`config.mk`:
```
export PLATFORM = sky130hd
export DESIGN_NAME = mpu_region_lookup
export DESIGN_NICKNAME = d
export VERILOG_FILES = /design/src/rtl/mpu_pkg.sv /design/src/rtl/mpu_cfg_regs.sv /design/src/rtl/mpu_region_match.sv /design/src/rtl/mpu_perm_check.sv /design/src/rtl/mpu_region_lookup.sv
export SDC_FILE = /design/constraint.sdc
export NUM_CORES = 2
export LEC_CHECK = 0
export BUFFER_PORTS_ARGS = -buffer_cell sky130_fd_sc_hd__buf_4
export CAP_MARGIN = 20
export CORE_UTILIZATION = 59
export DETAILED_ROUTE_END_ITERATION = 10
export PLACE_DENSITY = 0.78
export SLEW_MARGIN = 0
export SYNTH_ARGS = -nofsm -noshare
export SYNTH_HDL_FRONTEND = slang
export SYNTH_SLANG_ARGS = --single-unit
```
`constraint.sdc`:
```
create_clock -name clk -period 6.25 [get_ports clk]
set_input_delay 0.3125 -clock clk [delete_from_list [all_inputs] [get_ports clk]]
set_output_delay 0.3125 -clock clk [all_outputs]
set_load 0.02 [all_outputs]
```
`src/rtl/mpu_pkg.sv`:
```
package mpu_pkg;
    localparam int unsigned ADDR_W   = 32;
    localparam int unsigned NREG     = 8;
    localparam int unsigned IDX_W    = $clog2(NREG);
    localparam int unsigned NSUB     = 16;
    localparam int unsigned SUB_W    = $clog2(NSUB);
    localparam int unsigned PAGE_LSB = 12;
    localparam int unsigned BASE_W   = ADDR_W - PAGE_LSB;
    localparam int unsigned SIZE_W   = 5;
    localparam int unsigned AP_W     = 4;
    localparam int unsigned SEL_W    = 5;
    localparam int unsigned DATA_W   = 32;

    localparam logic [SIZE_W-1:0] SIZE_MIN = SIZE_W'(11);

    localparam logic [SEL_W-1:0] SEL_REGION = 5'd0;
    localparam logic [SEL_W-1:0] SEL_CTRL   = 5'd8;
    localparam logic [SEL_W-1:0] SEL_AP_A   = 5'd9;
    localparam logic [SEL_W-1:0] SEL_AP_B   = 5'd10;
    localparam logic [SEL_W-1:0] SEL_C_A    = 5'd11;
    localparam logic [SEL_W-1:0] SEL_C_B    = 5'd12;
    localparam logic [SEL_W-1:0] SEL_B_A    = 5'd13;
    localparam logic [SEL_W-1:0] SEL_B_B    = 5'd14;
    localparam logic [SEL_W-1:0] SEL_SUB    = 5'd16;

    typedef struct packed {
        logic                             en;
        logic [NREG-1:0]                  valid;
        logic [NREG-1:0][SIZE_W-1:0]      size;
        logic [NREG-1:0][BASE_W-1:0]      base;
        logic [NREG-1:0][NSUB-1:0]        smask;
        logic [NREG-1:0][AP_W-1:0]        ap_a;
        logic [NREG-1:0][AP_W-1:0]        ap_b;
        logic [NREG-1:0]                  c_a;
        logic [NREG-1:0]                  c_b;
        logic [NREG-1:0]                  b_a;
        logic [NREG-1:0]                  b_b;
    } cfg_t;

    typedef struct packed {
        logic             hit;
        logic             miss;
        logic             viol;
        logic [IDX_W-1:0] region;
        logic             cach;
        logic             bufr;
    } result_t;
endpackage

```
`src/rtl/mpu_cfg_regs.sv`:
```
module mpu_cfg_regs
    import mpu_pkg::*;
(
    input  logic              clk,
    input  logic              rst_n,
    input  logic              we,
    input  logic [SEL_W-1:0]  sel,
    input  logic [DATA_W-1:0] wdata,
    output cfg_t              cfg
);
    cfg_t cfg_d, cfg_q;

    always_comb begin
        cfg_d = cfg_q;
        if (we) begin
            if (sel[SEL_W-1:IDX_W] == SEL_REGION[SEL_W-1:IDX_W]) begin
                cfg_d.base[sel[IDX_W-1:0]]  = wdata[DATA_W-1:PAGE_LSB];
                cfg_d.size[sel[IDX_W-1:0]]  = wdata[SIZE_W:1];
                cfg_d.valid[sel[IDX_W-1:0]] = wdata[0];
            end else if (sel[SEL_W-1:IDX_W] == SEL_SUB[SEL_W-1:IDX_W]) begin
                cfg_d.smask[sel[IDX_W-1:0]] = wdata[NSUB-1:0];
            end else begin
                case (sel)
                    SEL_CTRL: cfg_d.en   = wdata[0];
                    SEL_AP_A: cfg_d.ap_a = wdata[AP_W*NREG-1:0];
                    SEL_AP_B: cfg_d.ap_b = wdata[AP_W*NREG-1:0];
                    SEL_C_A:  cfg_d.c_a  = wdata[NREG-1:0];
                    SEL_C_B:  cfg_d.c_b  = wdata[NREG-1:0];
                    SEL_B_A:  cfg_d.b_a  = wdata[NREG-1:0];
                    SEL_B_B:  cfg_d.b_b  = wdata[NREG-1:0];
                    default:  ;
                endcase
            end
        end
    end

    always_ff @(posedge clk) begin
        if (!rst_n) cfg_q <= '0;
        else        cfg_q <= cfg_d;
    end

    assign cfg = cfg_q;
endmodule

```
`src/rtl/mpu_region_match.sv`:
```
module mpu_region_match
    import mpu_pkg::*;
(
    input  logic [ADDR_W-1:0] addr,
    input  logic [BASE_W-1:0] base,
    input  logic [SIZE_W-1:0] size,
    input  logic              valid,
    input  logic [NSUB-1:0]   smask,
    output logic              hit,
    output logic              use_b
);
    logic              usable;
    logic [ADDR_W:0]   span_m1;
    logic [ADDR_W-1:0] low_mask;
    logic [ADDR_W-1:0] start;
    logic [SUB_W-1:0]  sub_idx;

    always_comb begin
        usable   = valid && (size >= SIZE_MIN);
        span_m1  = ((ADDR_W+1)'(1) << ({1'b0, size} + 6'd1)) - (ADDR_W+1)'(1);
        low_mask = span_m1[ADDR_W-1:0];
        start    = {base, {PAGE_LSB{1'b0}}};
        hit      = usable && (((addr ^ start) & ~low_mask) == '0);
        sub_idx  = SUB_W'((addr >> (size - SIZE_W'(SUB_W - 1))) & ADDR_W'(NSUB - 1));
        use_b    = smask[sub_idx];
    end
endmodule

```
`src/rtl/mpu_perm_check.sv`:
```
module mpu_perm_check
    import mpu_pkg::*;
(
    input  logic [AP_W-1:0] code,
    input  logic            priv,
    input  logic [1:0]      acc,
    output logic            allowed
);
    logic pr, pw, px, ur, uw, ux;
    logic r, w, x;

    always_comb begin
        pr = 1'b0; pw = 1'b0; px = 1'b0;
        ur = 1'b0; uw = 1'b0; ux = 1'b0;
        if (!code[3]) begin
            pr = 1'b1;
            pw = code[1];
            px = code[0];
            if (code[2]) begin
                ur = 1'b1;
                uw = code[1];
                ux = code[0];
            end
        end else if (code[2:0] == 3'd0) begin
            pr = 1'b1; pw = 1'b1; ur = 1'b1;
        end else if (code[2:0] == 3'd1) begin
            pr = 1'b1; pw = 1'b1; px = 1'b1;
            ur = 1'b1; ux = 1'b1;
        end
        r = priv ? pr : ur;
        w = priv ? pw : uw;
        x = priv ? px : ux;
        allowed = acc[1] ? x : (acc[0] ? w : r);
    end
endmodule

```
`src/rtl/mpu_region_lookup.sv`:
```
module mpu_region_lookup
    import mpu_pkg::*;
(
    input  logic              clk,
    input  logic              rst_n,
    input  logic              cfg_we,
    input  logic [4:0]        cfg_sel,
    input  logic [31:0]       cfg_wdata,
    input  logic [31:0]       lk_addr,
    input  logic [1:0]        lk_acc,
    input  logic              lk_priv,
    output logic              out_hit,
    output logic              out_miss,
    output logic              out_viol,
    output logic [2:0]        out_region,
    output logic              out_cacheable,
    output logic              out_bufferable
);
    cfg_t             cfg_q;
    logic [NREG-1:0]  hit_vec;
    logic [NREG-1:0]  useb_vec;
    logic             any_hit;
    logic [IDX_W-1:0] win;
    logic             win_b;
    logic [AP_W-1:0]  win_code;
    logic             win_c;
    logic             win_bf;
    logic             allowed;
    logic             prot_en;
    result_t          res_d, res_q;

    mpu_cfg_regs u_cfg (
        .clk   (clk),
        .rst_n (rst_n),
        .we    (cfg_we),
        .sel   (cfg_sel),
        .wdata (cfg_wdata),
        .cfg   (cfg_q)
    );

    for (genvar g = 0; g < NREG; g++) begin : g_region
        mpu_region_match u_match (
            .addr  (lk_addr),
            .base  (cfg_q.base[g]),
            .size  (cfg_q.size[g]),
            .valid (cfg_q.valid[g]),
            .smask (cfg_q.smask[g]),
            .hit   (hit_vec[g]),
            .use_b (useb_vec[g])
        );
    end

    // lowest index wins: scan from the top so lower indices overwrite
    always_comb begin
        any_hit = 1'b0;
        win     = '0;
        for (int i = NREG - 1; i >= 0; i--) begin
            if (hit_vec[i]) begin
                any_hit = 1'b1;
                win     = IDX_W'(i);
            end
        end
        win_b    = useb_vec[win];
        win_code = win_b ? cfg_q.ap_b[win] : cfg_q.ap_a[win];
        win_c    = win_b ? cfg_q.c_b[win]  : cfg_q.c_a[win];
        win_bf   = win_b ? cfg_q.b_b[win]  : cfg_q.b_a[win];
    end

    mpu_perm_check u_perm (
        .code    (win_code),
        .priv    (lk_priv),
        .acc     (lk_acc),
        .allowed (allowed)
    );

    always_comb begin
        res_d = '0;
        if (cfg_q.en) begin
            if (any_hit) begin
                res_d.hit    = 1'b1;
                res_d.region = win;
                res_d.viol   = !allowed;
                res_d.cach   = win_c;
                res_d.bufr   = win_bf;
            end else begin
                res_d.miss   = 1'b1;
            end
        end
    end

    always_ff @(posedge clk) begin
        if (!rst_n) res_q <= '0;
        else        res_q <= res_d;
    end

    assign prot_en        = cfg_q.en;
    assign out_hit        = res_q.hit;
    assign out_miss       = res_q.miss;
    assign out_viol       = res_q.viol;
    assign out_region     = res_q.region;
    assign out_cacheable  = res_q.cach;
    assign out_bufferable = res_q.bufr;
endmodule

```
==> summary.txt <==
Worst setup path
  – CP delay by family, top: compound AO/OA/AOI/OAI gates
  – RR Startpoint: u_cfg.cfg[404]$_SDFFE_PN0P_
  – CP dominant cell by count: buf_4
  – Endpoint class of the critical path: flop
  – CP max stage cell: a2111oi_0
  – CP arrival: 6.62 ns
  – Startpoint types: flop
  – Crit path kind: flop to flop
  – WP data required: 6.79 ns
  – Critical Path Fanout Max: 14
  – Crit path largest cell delay: 0.64 ns
  – Buf/Inv on CP: 4
  – CP Launch Point: u_cfg.cfg[404]$_SDFFE_PN0P_
  – Worst-path cell chain: buf_4 -> inv_1 -> ha_1 -> nor2_1 -> a2111oi_0 -> a21oi_1 -> o211ai_1 -> a32o_1 -> a2111oi_0 -> nand4_1 -> nor4_1 -> buf_4 -> nand2_1 -> a221oi_2 -> o21ai_4 -> mux2i_2 -> buf_4 -> mux2i_1 -> mux4_2 -> a31oi_1 -> o41ai_1 -> o31a_1

Clock network
  – Worst-skew pair later-pin latency: 0.66 ns
  – Hold_buf cts: 0
  – CTS tree: built
  – CTS Buf Count: 51
  – CTS sink count: 441
  – CTS root buf: clkbuf_16
  – Clk slew on worst S/H paths: 0.06 ns
  – Clock Path Buffers: 3
  – CTS H-tree lvls: 2

Synth
  – Syn Area/Cell: 7.861 um^2
  – Synth cell types: 104
  – Total number of yosys warnings: 0
  – Synth top area share: 0.2110
  – Cells after Synth: 5323
  – EDFF count, synth: 0
  – Cell taking the most area after synthesis: dfxtp_1
  – Largest cells by area after synthesis: dfxtp_1 (21%), mux4_2 (13%), nand2_1 (10%), a21boi_0 (7.5%), mux2i_1 (5.2%)
  – Prevailing post-synth register cell: dfxtp_1
  – Seq/Total Area, Yosys: 0.2110
  – Syn_nets: 5453
  – FF+latch count, synth: 441
  – Synth async-reset ratio: 0
  – Mapped cell area: 41850 um^2

Finish
  – Final #Nets: 5339
  – Share of cells above drive strength 1: 0.1709
  – Commonest non-fill, non-tap cell in the layout: nand2_1
  – Multi-input logic area: 30890 um^2
  – Final instance area: 45890 um^2
  – Area Growth Syn to Fin: 9.667%
  – Commonest non-fill, non-tap cells in the layout: nand2_1 (1123), dfxtp_1 (437), a21boi_0 (419)
  – Cell Count, Final, Fillers Out: 6192
  – Fill cells: 6152
  – Register Area: 8833 um^2

Pwr
  – Sw power: 2.199 mW
  – Power consumption: 7.278 mW
  – Combinational Power Share: 0.173
  – Switching portion of total power: 0.3021
  – Cell Int Power: 5.079 mW
  – Sequential Power Share: 0.391
  – VDD IR max: 0.0003169 V
  – Clock power frac: 0.436
  – Leakage: 15.36 nW
  – Power per Cell Area: 158.6 nW/um^2

Timing
  – Setup violators final: 0
  – Final worst slack: 0.1651 ns
  – Tightest Pin Transition: 1.201 ns
  – Final worst-path cycle share: 0.9736
  – Fin. Hold Viols: 0
  – Slew HR: 0.1939
  – Setup TNS: 0 ns
  – Clk_skew: 0.04299 ns
  – Shortest period the worst path allows: 6.085 ns
  – Fmax: 164.3 MHz
  – Unrepaired setup endpoints after global routing: false
  – Fin. max-slew vios: 0

Placement
  – Inst Count DP: 6088
  – I/O Buffers: 82
  – Post-DP Area: 43820 um^2
  – GP Congestion: 1.042
  – Detail Placement HPWL: 113.2 mm
  – Place WS: -0.1838 ns

Floorplan
  – Overall die area: 71990 um^2
  – Row count: 97
  – Core outline area: 70150 um^2
  – Die Y: 268.3 um
  – Die Wd: 268.3 um
  – IO Count: 83
  – Initial Util: 0.5965

Hold path
  – Worst min path class: primary input to flop
  – Hold Startpoint: lk_priv

Flow run
  – Max_cap viols: 0

Routing
  – Routed Antenna Nets: 0
  – Drt pass-1 iters: 8
  – DRC viols: 0
  – Drt initial violations: 7038
  – Post-Route WL: 172.8 mm
  – Via count: 44340
  – Wire length per cell: 27.91 um
  – Vias/cell: 7.161

Global route
  – First-pass GRT wire length: 254.7 mm
  – Vias in the first global route: 40570
  – GRT overflow: 0
  – Largest net degree at the start of global routing: 149
  – Number of antenna violations at the first check in global routing: 9
  – GRT Overall Usage: 0.4660

Outcome
  – Status: complete, no violations
## kinds of logic (layout without fill, tap and decap cells)
group	Yosys count	count (layout)	share of synthesized area
adders and majority gates	55	55	0.01645
muxes	515	515	0.1965
AOI/OAI and AO/OA	1427	1427	0.2455
DFF	441	441	0.2110
and+or+nand+nor	2030	2030	0.2230
buffers and inverters	613	539	0.05684
other	0	3	0
xor gates and xnor gates	242	242	0.05065
## layer usage
layer	part of all wire	up-vias	global-route usage	routed length (um)
met1	0.38	20910	0.6167	65210
met4	0.062	6	0.2372	10670
li1	-	19250	-	-
met3	0.15	775	0.1556	25770
met2	0.41	3403	0.6730	71150
met5	0.00022	-	0.004730	38
## through the flow
step / utilization / hold WS, ns
final: 0.6542 / 0.07831
after global routing: 0.6541 / 0.07618
after detailed placement: 0.6247 / 0.4577
after global placement: 0.6240 / 0.4481
after floorplan: - / 0.4391
after CTS: 0.6501 / 0.06107
## registers in the layout, indices dropped and copies added (netlist names)
signal,cells
out_bufferable,1
out_cacheable,1
out_hit,1
out_miss,1
out_region,3
out_viol,1
u_cfg.cfg,433
## cell usage after synthesis (39+ instances only)
cell type  count
nand2_1     1123
dfxtp_1      441
clkbuf_1     440
a21boi_0     420
mux4_2       239
mux2i_1      217
nor2_1       214
a21oi_1      192
o21ai_0      162
xnor2_1      149
nand3_1      146
xor2_1        93
nor3_1        91
a211oi_1      79
nor2b_1       78
buf_1         64
inv_1         62
o211ai_1      62
nand4_1       58
a31oi_1       57
mux2_2        56
ha_1          55
and2_1        39
and3_1        39
## worst min-delay path, stage by stage
cell and delay [ns]:
buf_4 0.13, a21oi_1 0.11, o31a_1 0.14
## power groups by stage
stage | clock, mW | combinational, mW | sequential (mW)
after global placement | 0 | 1.17 | 2.91
after CTS | 3.16 | 1.18 | 2.85
final | 3.17 | 1.26 | 2.85
after global routing | 3.29 | 1.27 | 2.85
after detailed placement | 0 | 1.18 | 2.91
after floorplan | 0 | 0.731 | 2.90
## worst paths after layout
kind              cells after the start  slack (ns)                          end
setup / recovery                     22        0.17          out_viol$_SDFF_PN0_
hold / removal                        3        0.08          out_viol$_SDFF_PN0_
setup reg to reg                     22        0.17          out_viol$_SDFF_PN0_
hold reg to reg                       2        0.46  u_cfg.cfg[115]$_SDFFE_PN0P_
## cell type report
type / instances / share of cell area
inverter: 68 / 0.005726
tap: 940 / 0.02563
multi-input combinational: 4269 / 0.6731
antenna: 3 / 0.0001636
clock buffer: 65 / 0.03114
timing repair buffer: 378 / 0.06448
clock inverter: 28 / 0.007307
sequential: 441 / 0.1925
## what timing repair did
item	4_1_cts	5_1_grt
cloned	0	0
endpoints found under the setup margin	3	3
resized for setup	3	48
setup buffers	0	2
pin swaps	0	4
No activity file was read; power rests on OpenSTA's default activity.
